--- src/rtl/ecu_pkg.sv ---
package ecu_pkg;
  localparam int unsigned ADR_CTRL = 'h12;
  localparam int unsigned ADR_STAT = 'h13;
  localparam int unsigned ADR_CAPH = 'h14;
  localparam int unsigned ADR_CAPL = 'h15;
  localparam int unsigned CTL_EDGE_BIT = 0;
  localparam int unsigned CTL_IE_BIT   = 1;
endpackage

--- src/rtl/ecu_timebase.sv ---
module ecu_timebase #(
  parameter int unsigned CNT_W    = 16,
  parameter int unsigned PRESCALE = 4,
  parameter int unsigned DELAY    = 2
) (
  input  logic             clk,
  input  logic             rst,
  output logic [CNT_W-1:0] cnt_late
);
  localparam int unsigned PS_W = (PRESCALE > 1) ? $clog2(PRESCALE) : 1;

  logic [PS_W-1:0]  pre_q;
  logic [CNT_W-1:0] cnt_q;
  logic [CNT_W-1:0] dly_q [DELAY];

  always_ff @(posedge clk) begin
    if (rst) begin
      pre_q <= '0;
      cnt_q <= '0;
    end else if (pre_q == PS_W'(PRESCALE - 1)) begin
      pre_q <= '0;
      cnt_q <= cnt_q + 1'b1;
    end else begin
      pre_q <= pre_q + 1'b1;
    end
  end

  // delay line keeps the counter aligned with the synchronizer latency
  generate
    for (genvar g = 0; g < DELAY; g++) begin : g_dly
      always_ff @(posedge clk) begin
        if (rst) dly_q[g] <= '0;
        else if (g == 0) dly_q[g] <= cnt_q;
        else dly_q[g] <= dly_q[(g == 0) ? 0 : g - 1];
      end
    end
  endgenerate

  assign cnt_late = dly_q[DELAY-1];
endmodule

--- src/rtl/ecu_sync_edge.sv ---
module ecu_sync_edge #(
  parameter int unsigned STAGES = 2
) (
  input  logic clk,
  input  logic rst,
  input  logic din,
  input  logic sel_rise,
  output logic edge_hit
);
  logic [STAGES-1:0] sync_q;
  logic              prev_q;

  always_ff @(posedge clk) begin
    if (rst) begin
      sync_q <= '0;
      prev_q <= 1'b0;
    end else begin
      sync_q <= {sync_q[STAGES-2:0], din};
      prev_q <= sync_q[STAGES-1];
    end
  end

  assign edge_hit = sel_rise ? ( sync_q[STAGES-1] & ~prev_q)
                             : (~sync_q[STAGES-1] &  prev_q);
endmodule

--- src/rtl/edge_capture_timer.sv ---
module edge_capture_timer
  import ecu_pkg::*;
#(
  parameter int unsigned DATA_W      = 8,
  parameter int unsigned PRESCALE    = 4,
  parameter int unsigned SYNC_STAGES = 2,
  parameter int unsigned ADDR_W      = 5
) (
  input  logic              clk,
  input  logic              rst,
  input  logic              cap_in,
  input  logic [ADDR_W-1:0] bus_addr,
  input  logic              rd_en,
  input  logic              wr_en,
  input  logic [DATA_W-1:0] wr_data,
  output logic [DATA_W-1:0] rd_data,
  output logic              cap_irq
);
  localparam int unsigned CNT_W = 2 * DATA_W;

  logic [CNT_W-1:0]  cnt_late;
  logic [CNT_W-1:0]  cap_q;
  logic [DATA_W-1:0] ctrl_q;
  logic [DATA_W-1:0] rd_next;
  logic              edge_hit;
  logic              lock_q, flag_q, arm_q;
  logic              hi_rd, lo_rd, st_rd, ct_wr, blocked, xfer;

  ecu_timebase #(.CNT_W(CNT_W), .PRESCALE(PRESCALE), .DELAY(SYNC_STAGES)) u_tb (
    .clk(clk), .rst(rst), .cnt_late(cnt_late)
  );

  ecu_sync_edge #(.STAGES(SYNC_STAGES)) u_edge (
    .clk(clk), .rst(rst), .din(cap_in),
    .sel_rise(ctrl_q[CTL_EDGE_BIT]), .edge_hit(edge_hit)
  );

  assign hi_rd = rd_en && (bus_addr == ADDR_W'(ADR_CAPH));
  assign lo_rd = rd_en && (bus_addr == ADDR_W'(ADR_CAPL));
  assign st_rd = rd_en && (bus_addr == ADDR_W'(ADR_STAT));
  assign ct_wr = wr_en && (bus_addr == ADDR_W'(ADR_CTRL));

  // a high-byte read in this clock also blocks, a low-byte read releases
  assign blocked = (lock_q | hi_rd) & ~lo_rd;
  assign xfer    = edge_hit & ~blocked;

  always_ff @(posedge clk) begin
    if (rst) ctrl_q <= '0;
    else if (ct_wr) ctrl_q <= wr_data;
  end

  always_ff @(posedge clk) begin
    if (rst) begin
      cap_q  <= '0;
      lock_q <= 1'b0;
    end else begin
      if (xfer) cap_q <= cnt_late + 1'b1;
      if (hi_rd) lock_q <= 1'b1;
      else if (lo_rd) lock_q <= 1'b0;
    end
  end

  always_ff @(posedge clk) begin
    if (rst) begin
      flag_q <= 1'b0;
      arm_q  <= 1'b0;
    end else begin
      if (lo_rd && arm_q) begin
        flag_q <= 1'b0;
        arm_q  <= 1'b0;
      end else if (st_rd && flag_q) begin
        arm_q <= 1'b1;
      end
      if (edge_hit) flag_q <= 1'b1;
    end
  end

  always_comb begin
    rd_next = '0;
    if (bus_addr == ADDR_W'(ADR_CTRL))      rd_next = ctrl_q;
    else if (bus_addr == ADDR_W'(ADR_STAT)) rd_next = DATA_W'(flag_q);
    else if (bus_addr == ADDR_W'(ADR_CAPH)) rd_next = cap_q[CNT_W-1:DATA_W];
    else if (bus_addr == ADDR_W'(ADR_CAPL)) rd_next = cap_q[DATA_W-1:0];
  end

  always_ff @(posedge clk) begin
    if (rst) rd_data <= '0;
    else if (rd_en) rd_data <= rd_next;
  end

  assign cap_irq = flag_q & ctrl_q[CTL_IE_BIT];
endmodule

--- config.mk ---
export PLATFORM = sky130hd
export DESIGN_NAME = edge_capture_timer
export DESIGN_NICKNAME = d
export VERILOG_FILES = /design/src/rtl/ecu_pkg.sv /design/src/rtl/ecu_timebase.sv /design/src/rtl/ecu_sync_edge.sv /design/src/rtl/edge_capture_timer.sv
export SDC_FILE = /design/constraint.sdc
export NUM_CORES = 1
export LEC_CHECK = 0
export ABC_CLOCK_PERIOD_IN_PS = 2400
export CAP_MARGIN = 20
export CORE_UTILIZATION = 45
export DETAILED_ROUTE_END_ITERATION = 8
export DONT_BUFFER_PORTS = 1
export PLACE_DENSITY = 0.68
export RECOVER_POWER = 50
export REMOVE_ABC_BUFFERS = 1
export SETUP_SLACK_MARGIN = 0.4
export SLEW_MARGIN = 20
export SYNTH_ARGS = -nofsm -noshare
export SYNTH_HDL_FRONTEND = slang
export SYNTH_SLANG_ARGS = --single-unit
export TNS_END_PERCENT = 1
--- constraint.sdc ---
create_clock -name clk -period 2.4 [get_ports clk]
set_input_delay 0.36 -clock clk [delete_from_list [all_inputs] [get_ports clk]]
set_output_delay 0.36 -clock clk [all_outputs]
set_load 0.05 [all_outputs]
==> impl_metrics.env <==
export IMPL_r2r_setup_slack_ns=0.57
export IMPL_fin_crit_sh=0.763
export IMPL_numCtsBuffers=9
export IMPL_fin_nets=369
export IMPL_clk_latency_ns=0.35
export IMPL_reg2reg_depth=5
export IMPL_netlist_cell_type_count=44
export IMPL_hp_class="input port to flop"
export IMPL_cp_depth=5
export IMPL_worst_pin_slew_ns=0.516
export IMPL_hold_start="rst"
export IMPL_layout_common_cells="88 x dfxtp_1, 38 x nor2b_1, 27 x a21oi_1, 23 x nand3_1, 23 x nor2_1"
export IMPL_power_internal_mw=2.00
export IMPL_cts_htree_levels=3
export IMPL_final_common_cell="dfxtp_1"
export IMPL_fin_cells=451
export IMPL_crit_end="u_tb.cnt_q[11]"
export IMPL_hpwlAfterDp_um=3860
export IMPL_wl_um=5840
export IMPL_arrival_ns=2.14
export IMPL_start_util=0.477
export IMPL_worst_setup_path_end_kind="flop"
export IMPL_gp_congestion=0.796
export IMPL_cts_tree="built"
export IMPL_yosysTopAreaCell="dfxtp_1"
export IMPL_boundaryPins=27
export IMPL_avgSynthCellArea_um2=9.90
export IMPL_seq_area_frac_synth=0.499
export IMPL_r2r_start="u_tb.pre_q[0]"
export IMPL_ys_async_sr_fraction=0
export IMPL_core_region_area_mm2=0.00741
export IMPL_portBuffers=0
export IMPL_fillers=700
export IMPL_drt_iter0_markers=85
export IMPL_power_frac_seq=0.590
export IMPL_path_buf_inv=0
export IMPL_antenna_found_initial=0
export IMPL_cts_resized=0
export IMPL_clk_pin_slew_ns=0.09
export IMPL_crit_required_ns=2.71
export IMPL_rows=31
export IMPL_cpLargestDelayFamily="simple AND/OR/NAND/NOR gates"
export IMPL_placed_cells=436
export IMPL_final_layout_size_suffix_gt1_frac=0.119
export IMPL_status="completed"
export IMPL_critPathLaunchType="flop"
export IMPL_p_leak_nw=1.22
export IMPL_remaining_drc_errors=0
export IMPL_synth_top_cell_area_share=0.499
export IMPL_worst_r2r_endpoint="u_tb.cnt_q[11]"
export IMPL_min_period_ns=1.83
export IMPL_clockRootBuffer="clkbuf_8"
export IMPL_swShare=0.224
export IMPL_pwr_share_clk=0.383
export IMPL_yosys_top_cells_area="dfxtp_1 50%, nor2b_1 6.7%, a211oi_2 3.9%"
export IMPL_powerDensity_mw_per_mm2=691
export IMPL_first_global_vias=2223
export IMPL_synth_edff_count=0
export IMPL_die_y_um=90.6
export IMPL_fin_ws_ns=0.570
export IMPL_overflow=0
export IMPL_startpoint="u_tb.pre_q[0]"
export IMPL_vias_per_cell=5.29
export IMPL_power_frac_comb=0.027
export IMPL_vdd_drop_max_mv=0.530
export IMPL_timing_fmax_ghz=0.546
export IMPL_synth_seq_cells=88
export IMPL_cpPeakStageDelay_ns=0.51
export IMPL_dp_slack_ns=0.545
export IMPL_finalSetupViolCount=0
export IMPL_wl_per_cell_um=12.9
export IMPL_cap_violations=0
export IMPL_grt_total_usage=0.155
export IMPL_fin_skew_ns=0.00729
export IMPL_multiInputGateArea_mm2=0.00163
export IMPL_cts_setup_buffers=0
export IMPL_final_hold_viol_count=0
export IMPL_num_vias=2384
export IMPL_grt_pass1_wl_um=10100
export IMPL_n_antenna_cell=0
export IMPL_regArea_mm2=0.00176
export IMPL_ant_nets=0
export IMPL_clockBufferDepth=2
export IMPL_cts_hold_buffers=0
export IMPL_firstDrtPassIters=6
export IMPL_yosys_most_used_dff="dfxtp_1"
export IMPL_rsz0062_at_grt="no"
export IMPL_syn_cell_area_mm2=0.00353
export IMPL_grt_max_degree=89
export IMPL_drv_slew=0
export IMPL_synthCells=357
export IMPL_finalSetupTns_ns=0
export IMPL_power_switching_mw=0.578
export IMPL_slowest_stage="or4_1"
export IMPL_synth_warning_count=0
export IMPL_path_max_fanout=7
export IMPL_die_area_mm2=0.00821
export IMPL_die_w_um=90.6
export IMPL_max_slew_margin=0.655
export IMPL_cts_sinks=88
export IMPL_crit_chain="ha_1, and4_1, nand3_1, or4_1, nand2_1"
export IMPL_area_delta_synth_final_pct=5.74
export IMPL_worst_setup_path_type="flop to flop"
[cell usage after synthesis, types with 2 or more instances]
master and count:
inv_1 4, clkbuf_1 11, buf_1 2, mux2_2 8, a21oi_1 27, a211oi_1 12, a22oi_1 7, and3_1 2
nor2_1 23, dfxtp_1 88, and4_1 3, a211oi_2 11, nor3_1 4, nand3_1 23, xnor2_1 14, xor2_1 10
nor4_1 4, ha_1 3, buf_2 3, or4_1 4, nand4_1 7, buf_4 3, nor2b_1 38, nand2_1 20
nand3b_1 2, o21ai_0 6
[cell type report]
cell class / instances / area share
Tap cell: 99 / 0.0332
Multi-Input combinational cell: 243 / 0.436
Sequential cell: 88 / 0.472
Timing Repair Buffer: 2 / 0.00301
Inverter: 4 / 0.00402
Clock inverter: 6 / 0.0188
Clock buffer: 9 / 0.0332
[cell families (layout without fill, tap and decap cells)]
| kind of cell | after synthesis | after routing | synth area share |
|---|---|---|---|
| mux | 10 | 10 | 0.0322 |
| fa+ha+maj | 3 | 3 | 0.0106 |
| compound gates | 68 | 68 | 0.140 |
| buf+inv | 26 | 21 | 0.0389 |
| simple gates | 138 | 138 | 0.220 |
| flops | 88 | 88 | 0.499 |
| xor+xnor | 24 | 24 | 0.0595 |
[worst reg2reg max path, cell delays in order, from the launching register on]
cell and delay, ns:
dfxtp_1 0.34, ha_1 0.29, and4_1 0.36, nand3_1 0.21
or4_1 0.51, nand2_1 0.07
[metrics by stage]
stage / total power, mW / hold slack (ns) / utilization / cell area [µm²]
2_1_floorplan: 1.61 / 0.400 / - / 3410
3_3_place_gp: 1.62 / 0.408 / 0.479 / 3550
3_5_place_dp: 1.63 / 0.421 / 0.479 / 3550
4_1_cts: 2.61 / 0.0444 / 0.505 / 3740
5_1_grt: 2.69 / 0.0348 / 0.504 / 3740
6_report: 2.58 / 0.0812 / 0.504 / 3740
[per-layer routing]
metal | track usage | vias to the layer above | part of all wire
met4 | 0.0753 | 0 | 0.018
li1 | - | 1248 | -
met5 | 0 | - | 0
met3 | 0.0539 | 10 | 0.049
met2 | 0.249 | 44 | 0.45
met1 | 0.185 | 1082 | 0.48
[state kept, by name, summed over array words and instances, names as in the netlist]
register / count
arm_q: 1
cap_q: 16
ctrl_q: 8
flag_q: 1
lock_q: 1
rd_data: 8
u_edge.prev_q: 1
u_edge.sync_q: 2
u_tb.cnt_q: 16
u_tb.dly_q: 32
u_tb.pre_q: 2
[how the worst min path moves through the flow]
stage,cells after the start,to
after floorplan,1,u_tb.pre_q[0]
after global placement,1,u_tb.pre_q[0]
after detailed placement,1,u_tb.pre_q[0]
after CTS,1,u_tb.cnt_q[15]
after global routing,1,u_tb.cnt_q[15]
final,1,u_tb.cnt_q[15]
[power by group through the flow]
| stage | logic [mW] | registers [mW] | clock network [mW] |
|---|---|---|---|
| CTS | 0.0708 | 1.52 | 1.02 |
| detailed placement | 0.0702 | 1.56 | 0 |
| global route | 0.0783 | 1.53 | 1.08 |
| floorplan | 0.0598 | 1.55 | 0 |
| finish | 0.0690 | 1.52 | 0.988 |
| global placement | 0.0676 | 1.56 | 0 |
Note: power is estimated with default switching activity, not from simulation.
